## src/rtl/rdma_pkg.sv

```systemverilog
package rdma_pkg;
  typedef enum logic [1:0] {
    ACC_IDLE  = 2'd0,
    ACC_WRITE = 2'd1,
    ACC_READ  = 2'd2
  } acc_kind_e;
endpackage

```

## src/rtl/rdma_window.sv

```systemverilog
module rdma_window #(
  parameter int AW        = 16,
  parameter int LOW_LIMIT = 32,
  parameter int WIN_LO    = 16'h4000,
  parameter int WIN_HI    = 16'hC000
) (
  input  logic [AW-1:0] addr,
  output logic          in_window
);
  // Two regions carry storage: a low area and the packet memory.
  logic in_low, in_pkt;
  assign in_low    = addr < AW'(LOW_LIMIT);
  assign in_pkt    = (addr >= AW'(WIN_LO)) && (addr < AW'(WIN_HI));
  assign in_window = in_low || in_pkt;
endmodule

```

## src/rtl/rdma_lanes.sv

```systemverilog
module rdma_lanes #(
  parameter int DW = 16,
  parameter int NB = DW / 8,
  parameter int LB = $clog2(NB)
) (
  input  logic          word_mode,
  input  logic [LB-1:0] lane_sel,
  input  logic          in_window,
  input  logic [DW-1:0] wr_data,
  input  logic [DW-1:0] mem_word,
  output logic [NB-1:0] lane_en,
  output logic [DW-1:0] lane_data,
  output logic [DW-1:0] rd_value
);
  // Little-endian lanes: lane g carries byte address offset g.
  for (genvar g = 0; g < NB; g++) begin : g_lane
    assign lane_en[g]        = word_mode || (lane_sel == LB'(g));
    assign lane_data[8*g+:8] = word_mode ? wr_data[8*g+:8] : wr_data[7:0];
  end

  logic [7:0] byte_pick;
  assign byte_pick = mem_word[8*lane_sel+:8];

  always_comb begin
    if (!in_window)
      rd_value = word_mode ? {DW{1'b1}} : DW'(8'hFF);
    else
      rd_value = word_mode ? mem_word : DW'(byte_pick);
  end
endmodule

```

## src/rtl/rdma_ptr.sv

```systemverilog
module rdma_ptr #(
  parameter int AW = 16,
  parameter int CW = 16,
  parameter int NB = 2,
  parameter int PW = 8
) (
  input  logic          clk,
  input  logic          rst_n,
  input  logic          word_mode,
  input  logic          advance,
  input  logic          ld_addr,
  input  logic [AW-1:0] ld_addr_val,
  input  logic          ld_cnt,
  input  logic [CW-1:0] ld_cnt_val,
  input  logic [PW-1:0] start_pg,
  input  logic [PW-1:0] stop_pg,
  output logic [AW-1:0] cur_addr,
  output logic [CW-1:0] cur_cnt,
  output logic          done
);
  localparam int OW = AW - PW;

  // Step the pointer; an exact hit on the ring end folds back to its start.
  function automatic logic [AW-1:0] addr_after(input logic [AW-1:0] a,
                                               input logic [AW-1:0] step,
                                               input logic [AW-1:0] lo,
                                               input logic [AW-1:0] hi);
    logic [AW-1:0] s;
    s = a + step;
    return (s == hi) ? lo : s;
  endfunction

  // The count saturates at zero once the step reaches or passes it.
  function automatic logic [CW-1:0] cnt_after(input logic [CW-1:0] c,
                                              input logic [CW-1:0] step);
    return (c <= step) ? '0 : c - step;
  endfunction

  logic [AW-1:0] step_a, ring_lo, ring_hi;
  logic [CW-1:0] step_c;
  assign step_a  = word_mode ? AW'(NB) : AW'(1);
  assign step_c  = word_mode ? CW'(NB) : CW'(1);
  assign ring_lo = {start_pg, {OW{1'b0}}};
  assign ring_hi = {stop_pg, {OW{1'b0}}};
  assign done    = advance && (cur_cnt <= step_c);

  always_ff @(posedge clk) begin
    if (!rst_n) begin
      cur_addr <= '0;
      cur_cnt  <= '0;
    end else begin
      if (ld_addr)      cur_addr <= ld_addr_val;
      else if (advance) cur_addr <= addr_after(cur_addr, step_a, ring_lo, ring_hi);
      if (ld_cnt)       cur_cnt  <= ld_cnt_val;
      else if (advance) cur_cnt  <= cnt_after(cur_cnt, step_c);
    end
  end
endmodule

```

## src/rtl/rdma_port.sv

```systemverilog
module rdma_port #(
  parameter int AW        = 16,
  parameter int DW        = 16,
  parameter int CW        = 16,
  parameter int PAGE_BITS = 8,
  parameter int LOW_LIMIT = 32,
  parameter int WIN_LO    = 16'h4000,
  parameter int WIN_HI    = 16'hC000
) (
  input  logic                  clk,
  input  logic                  rst_n,
  input  logic                  cfg_word,
  input  logic [AW-PAGE_BITS-1:0] ring_start_pg,
  input  logic [AW-PAGE_BITS-1:0] ring_stop_pg,
  input  logic                  ld_addr,
  input  logic [AW-1:0]         ld_addr_val,
  input  logic                  ld_cnt,
  input  logic [CW-1:0]         ld_cnt_val,
  input  logic                  host_wr,
  input  logic                  host_rd,
  input  logic [DW-1:0]         host_wdata,
  output logic [DW-1:0]         host_rdata,
  output logic                  host_rvalid,
  output logic [AW-1:0]         mem_addr,
  output logic                  mem_we,
  output logic                  mem_re,
  output logic [DW/8-1:0]       mem_be,
  output logic [DW-1:0]         mem_wdata,
  input  logic [DW-1:0]         mem_rdata,
  output logic [AW-1:0]         cur_addr,
  output logic [CW-1:0]         cur_cnt,
  output logic                  rdc_pulse
);
  import rdma_pkg::*;

  localparam int NB = DW / 8;
  localparam int LB = $clog2(NB);
  localparam int PW = AW - PAGE_BITS;

  acc_kind_e     kind;
  logic          any_load, cnt_zero, wr_take, rd_take, step_taken;
  logic          in_window, acc_done;
  logic [AW-1:0] eff_addr;
  logic [DW-1:0] rd_value;

  // Loads win over accesses; a write wins over a read.
  assign any_load = ld_addr || ld_cnt;
  always_comb begin
    if (any_load)     kind = ACC_IDLE;
    else if (host_wr) kind = ACC_WRITE;
    else if (host_rd) kind = ACC_READ;
    else              kind = ACC_IDLE;
  end

  assign cnt_zero   = (cur_cnt == '0);
  assign wr_take    = (kind == ACC_WRITE) && !cnt_zero;
  assign rd_take    = (kind == ACC_READ);
  assign step_taken = wr_take || rd_take;

  assign eff_addr = cfg_word ? {cur_addr[AW-1:LB], {LB{1'b0}}} : cur_addr;

  rdma_window #(
    .AW(AW), .LOW_LIMIT(LOW_LIMIT), .WIN_LO(WIN_LO), .WIN_HI(WIN_HI)
  ) u_window (
    .addr      (eff_addr),
    .in_window (in_window)
  );

  rdma_lanes #(.DW(DW), .NB(NB), .LB(LB)) u_lanes (
    .word_mode (cfg_word),
    .lane_sel  (eff_addr[LB-1:0]),
    .in_window (in_window),
    .wr_data   (host_wdata),
    .mem_word  (mem_rdata),
    .lane_en   (mem_be),
    .lane_data (mem_wdata),
    .rd_value  (rd_value)
  );

  rdma_ptr #(.AW(AW), .CW(CW), .NB(NB), .PW(PW)) u_ptr (
    .clk         (clk),
    .rst_n       (rst_n),
    .word_mode   (cfg_word),
    .advance     (step_taken),
    .ld_addr     (ld_addr),
    .ld_addr_val (ld_addr_val),
    .ld_cnt      (ld_cnt),
    .ld_cnt_val  (ld_cnt_val),
    .start_pg    (ring_start_pg),
    .stop_pg     (ring_stop_pg),
    .cur_addr    (cur_addr),
    .cur_cnt     (cur_cnt),
    .done        (acc_done)
  );

  assign mem_addr = eff_addr;
  assign mem_we   = wr_take && in_window;
  assign mem_re   = rd_take && in_window;

  always_ff @(posedge clk) begin
    if (!rst_n) begin
      host_rdata  <= '0;
      host_rvalid <= 1'b0;
      rdc_pulse   <= 1'b0;
    end else begin
      host_rvalid <= rd_take;
      if (rd_take) host_rdata <= rd_value;
      rdc_pulse   <= acc_done;
    end
  end
endmodule

```

## config.mk

```make
export PLATFORM = sky130hd
export DESIGN_NAME = rdma_port
export DESIGN_NICKNAME = d
export VERILOG_FILES = /design/src/rtl/rdma_pkg.sv /design/src/rtl/rdma_window.sv /design/src/rtl/rdma_lanes.sv /design/src/rtl/rdma_ptr.sv /design/src/rtl/rdma_port.sv
export SDC_FILE = /design/constraint.sdc
export NUM_CORES = 1
export LEC_CHECK = 0
export ABC_AREA = 1
export BUFFER_PORTS_ARGS = -buffer_cell sky130_fd_sc_hd__clkbuf_2
export CORE_MARGIN = 5
export CORE_UTILIZATION = 51
export CTS_CLUSTER_SIZE = 25
export DETAILED_ROUTE_END_ITERATION = 16
export GPL_TIMING_DRIVEN = 0
export PLACE_DENSITY = 0.86
export SYNTH_ARGS = -nofsm -noshare
export SYNTH_HDL_FRONTEND = slang
export SYNTH_SLANG_ARGS = --single-unit
export TNS_END_PERCENT = 10
```

## constraint.sdc

```tcl
create_clock -name clk -period 6.1 [get_ports clk]
set_input_delay 0.305 -clock clk [delete_from_list [all_inputs] [get_ports clk]]
set_output_delay 0.305 -clock clk [all_outputs]
set_load 0.01 [all_outputs]
```

Word-level counts from Yosys, hierarchy flattened
Cells that the tools add are included.
- register bits after elaboration: 50
- input port bits: 87
- output and inout port bits: 86
- bitwise logic cells: 1
- reduce and logical (&&, ||, !) cells: 14
- equality and inequality tests: 3
- $add $sub $neg: 2
- mux-type cells: 15
- $lt $le $gt $ge: 4
- shifts and indexed selects: 1
- operator list (cell ; count):
    16-bit 2-to-1 mux ; 9
    16-bit by 2-bit adder with 16-bit output ; 1
    16-bit equality test ; 1
    16-bit by 15-bit greater-or-equal comparator with 1-bit output (second input constant) ; 1
    16-bit <= comparator ; 1
    16-bit zero test ; 1
    16-bit less-than comparator (second input constant) ; 1
    16-bit by 6-bit less-than comparator with 1-bit output (second input constant) ; 1
    16-bit by 5-bit variable part select with 8-bit output ; 1
    16-bit subtractor ; 1
    2-bit 2-to-1 mux ; 4
    8-bit 2-to-1 mux ; 1
    1-bit logical AND ; 5
    1-bit logical OR ; 5
    2-bit nonzero test ; 2
    2-bit by 1-bit equality test with 1-bit output (second input constant) ; 1
    2-bit equality test (second input constant) ; 1
    1-bit zero test ; 1
    1-bit 2-to-1 mux ; 1
    1-bit inverter ; 1

Longest topological paths before layout
- depth after elaboration: 8
- mapped depth: 22

By module
A second synthesis with hierarchy kept.
- cell total of the unflattened synthesis: 611
- area, all modules: 4016.4 um2
- modules (own cells, without submodules) (module ; sequential area each (um2) ; instances ; cells an instance ; area an instance (um2)):
    rdma_ptr ; 640.6 ; 1 ; 403 ; 2553.7
    rdma_port ; 360.3 ; 1 ; 116 ; 893.4
    rdma_lanes ; 0.0 ; 1 ; 81 ; 510.5
    rdma_window ; 0.0 ; 1 ; 11 ; 58.8

Worst setup path before layout
Ideal clock, no wire load.
- kind: input port to flip-flop
- from: input cfg_word
- to: register u_ptr.cur_addr[11]
- data arrival time: 2.851 ns
- buffers on the path: 3
- required time: 6.030 ns
- path slack: 3.179 ns
- cell stages on the path: 21
- path through: clkbuf_1 -> inv_1 -> clkbuf_1 -> ha_1 -> fa_1 -> inv_1 -> nand2_1 -> nor2_1 -> nand3_1 -> nor2_1 -> nand2_1 -> nor2_1 -> nand2_1 -> nor2_4 -> nand2_2 -> buf_6 -> nand2_1 -> nand2_1 -> nand2_1 -> nand2_1 -> a21oi_1
- longest elaborated chain between the ends: 6
- ends and longest elaborated chain (element ; RTL line ; text):
    from (decl) ; rdma_port.sv:12 ; input logic cfg_word,
    2-bit 2-to-1 mux (*) ; rdma_ptr.sv:41 ; assign step_a = word_mode ? AW'(NB) : AW'(1);
    16-bit by 2-bit adder with 16-bit output (*) ; rdma_ptr.sv:29 ; s = a + step;
    16-bit equality test ; rdma_ptr.sv:30 ; return (s == hi) ? lo : s;
    16-bit 2-to-1 mux (*) ; rdma_ptr.sv:30 ;
    16-bit 2-to-1 mux (*) ; rdma_ptr.sv:53 ; else if (advance) cur_addr <= addr_after(cur_addr, step_a, ring_lo, ring_hi);
    16-bit 2-to-1 mux (*) ; rdma_ptr.sv:52 ; if (ld_addr) cur_addr <= ld_addr_val;
    to (signal assigned) ; rdma_ptr.sv:52 ;
    to (signal assigned) ; rdma_ptr.sv:53 ;
    to (decl) ; rdma_ptr.sv:17 ; output logic [AW-1:0] cur_addr,
Every way passes the cells marked *; elsewhere a longest branch is shown, timed or not. The select of a mux whose other input is x is not followed.
A chain may end at the register's enable or synchronous reset.

Worst setup path in the final report
- from: input cfg_word
- to: register u_ptr.cur_addr[9]
Same word-level chain as after synthesis.

==> run_results.csv <==
group,metric,value,unit
global_routing,antenna_found_initial,0,
setup_path,timing.rr.start,"u_ptr.cur_addr[0]$_SDFFE_PN0P_",
detailed_routing,routed_via_density,5.140,
global_routing,grt_remaining_overflow,0,
yosys,synth_edf_count,0,
floorplan,dieArea,0.009058,sq mm
setup_path,rr_endpoint,"u_ptr.cur_addr[9]$_SDFFE_PN0P_",
setup_path,crit_path_cell_trace,"clkbuf_2 > clkbuf_1 > inv_1 > clkbuf_1 > ha_1 > fa_1 > nand3_2 > inv_2 > nand2_1 > nand3_1 > nor2_1 > nand2_1 > nor2_1 > nand2_1 > nor2_4 > nand2_2 > buf_6 > o211ai_1 > a21oi_1",
layout,seqCellArea,0.001001,sq mm
sta,worst_clock_skew,11.92,ps
layout,final_cell_mix,"nand2_1 (218), clkbuf_2 (170), inv_1 (72)",
setup_path,cp_common_cell,"nand2_1",
yosys,synthCells,593,
clock_tree,cts_tree,"built",
layout,area_growth,28.91,%
layout,multi_input_area,0.002163,sq mm
sta,min_period,3364,ps
clock_tree,numCtsBuffers,5,
yosys,ys_ff_latch,50,
sta,finalSetupViolations,0,
clock_tree,root_buffer,"clkbuf_8",
clock_tree,htree_levels,2,
detailed_routing,antenna_left,0,
pwr,powerDensity,180.9,mW/mm^2
place,gp_congestion,0.9512,
worst_hold_path,hold_depth,3,
setup_path,crit_type,"primary input to flip-flop",
sta,finalSetupTns,0,ps
worst_hold_path,hold_path_class,"primary input to flip-flop",
setup_path,critPathCaptureType,"flip-flop",
yosys,synth_nets,690,
sta,worstMarginPinSlew,715.3,ps
global_routing,grt_max_degree,19,
layout,final_common_cell,"nand2_1",
place,port-buffer-count,170,
sta,final-hold-violation-count,0,
layout,nFillCells,683,
global_routing,grt_pass1_wl,19.65,mm
worst_hold_path,hold_start,"ld_addr_val[6]",
yosys,ys_warn_count,0,
floorplan,num_io_pins,173,
yosys,mappedNetlistArea,0.003700,sq mm
global_routing,track_usage,0.2681,
floorplan,dieWidth,95.18,um
setup_path,r2r_slack,3410,ps
yosys,synth_ff_type,"dfxtp_1",
floorplan,die_y,95.18,um
layout,final_cells,870,
clock_tree,clock_sink_count,50,
setup_path,max_stage_delay,440,ps
layout,antenna_cells,0,
yosys,yosysSeqAreaShare,0.2705,
place,dp.cells,862,
sta,maxSlewViolCount,0,
sta,slew_headroom,0.5231,
floorplan,initial_core_util,0.5156,
clock_tree,hold_buffers,0,
floorplan,core.rowCount,31,
setup_path,slowest_stage,"fa_1",
place,dpl.hpwl,9.724,mm
detailed_routing,routedWlPerCell,13.85,um
yosys,async_flop_share,0,
setup_path,reg2reg_depth,15,
detailed_routing,routed_wl,12.05,mm
global_routing,grt_pass1_vias,4439,
setup_path,worstPathMaxFanout,15,
setup_path,start_kind,"primary input",
detailed_routing,vias,4472,
layout,drive_gt1_frac,0.3048,
flow_run,max_cap_violations,0,
setup_path,cp.arrival,3560,ps
run_status,run_status,"finished clean",
pwr,ir_drop,0.1289,mV
sta,timing.final.crit_share,0.5515,
clock_tree,cts_setup_buffers,0,
sta,fmaxAchievable,0.2972,GHz
layout,nets,867,
clock_tree,cts.clk_slew.worst_paths,100,ps
floorplan,core_area,0.007176,sq mm
clock_tree,ctsResizeCount,0,
pwr,total_leakage_power,0.002613,uW
detailed_routing,drc,0,
setup_path,cp.required,6300,ps
yosys,synth_cell_types,34,
detailed_routing,drt_iter0_drc,188,
clock_tree,insertion_delay,320,ps
sta,rsz0062_at_grt,"false",
yosys,syn_avg_cell_area,6.239,sq um
clock_tree,clk_path_buf_depth,2,
worst_hold_path,holdPathEnd,"u_ptr.cur_addr[6]$_SDFFE_PN0P_",
detailed_routing,dr.pass1.iters,4,
critical path, delay by kind of cell:
family | cells | cell delay (ps)
adder cells (fa/ha/maj) | 2 | 850
AO/OA/AOI/OAI | 2 | 340
buffers and inverters | 6 | 1130
AND/OR/NAND/NOR | 9 | 920
state kept, by name, indices dropped and copies added (netlist names):
name,count
host_rvalid,1
u_ptr.cur_addr,16
rdc_pulse,1
host_rdata,16
u_ptr.cur_cnt,16
worst max-delay path by stage:
| stage | end | cells after the start | start |
|---|---|---|---|
| finish | u_ptr.cur_addr[9]$_SDFFE_PN0P_ | 19 | cfg_word |
| global route | u_ptr.cur_addr[13]$_SDFFE_PN0P_ | 23 | cfg_word |
| CTS | u_ptr.cur_addr[9]$_SDFFE_PN0P_ | 19 | cfg_word |
| detailed placement | u_ptr.cur_addr[9]$_SDFFE_PN0P_ | 19 | cfg_word |
| global placement | u_ptr.cur_addr[9]$_SDFFE_PN0P_ | 19 | cfg_word |
| floorplan | u_ptr.cur_addr[11]$_SDFFE_PN0P_ | 21 | cfg_word |
metrics by stage:
step | cell area (sq um) | total power (uW) | hold slack [ps] | utilization | worst slack [ps]
final | 4770 | 862.9 | 236.7 | 0.6647 | 2736
after global routing | 4770 | 912.1 | 235.2 | 0.6647 | 2336
after global placement | 4674 | 644.1 | 452.6 | 0.6514 | 2496
after floorplan | 3700 | 545.3 | 437.2 | - | 3179
after CTS | 4770 | 859.5 | 234.9 | 0.6647 | 2750
after detailed placement | 4674 | 652.5 | 458.7 | 0.6514 | 2422
cell usage after synthesis, types with 5 or more instances:
master	count	area share
nand3_1	38	0.051
clkbuf_1	8	0.0081
buf_2	5	0.0068
nand2_1	218	0.22
dfxtp_1	50	0.27
a21oi_1	21	0.028
inv_1	72	0.073
o211ai_1	6	0.012
o21ai_1	5	0.0068
xor2_1	9	0.021
o21ai_0	20	0.027
a31oi_1	16	0.027
ha_1	8	0.027
nand2_2	5	0.0085
nand4_1	10	0.017
or2_2	5	0.0085
mux2_2	8	0.024
o221ai_1	8	0.019
buf_4	24	0.049
nor2_1	32	0.032
routing by layer:
metal  track usage  wire [um]  vias to the layer above
li1              -          -                     2240
met1        0.3177       4749                     2011
met2        0.4927       6057                      204
met3       0.05051       1070                       17
met4       0.06731        175                        0
met5             0          0                        -
cells by family (layout without fill, tap and decap cells):
group,count (synthesis),in the layout,share of synthesized area
XOR/XNOR,11,11,0.02976
AND/OR/NAND/NOR,323,323,0.3723
buffers and inverters,115,293,0.1447
flip-flops,50,50,0.2705
multiplexers,8,8,0.02435
AO/OA/AOI/OAI,76,76,0.1204
adder cells (fa/ha/maj),10,10,0.03788
power breakdown:
part / total [uW] / switching (uW) / internal [uW]
clock: 215 / 130 / 84.8
combinational: 273 / 158 / 115
sequential: 376 / 29.8 / 346
layout make-up:
cell class              count  share of cell area
plain buffers              38             0.05168
clock buffers               5             0.01443
clock inverters             3            0.005509
inverters                  77             0.06060
multi-input cells         428              0.4536
flip-flops and latches     50              0.2099
well taps                  99             0.02597
repair buffers            170              0.1784
Note: power is estimated with default switching activity, not from simulation.
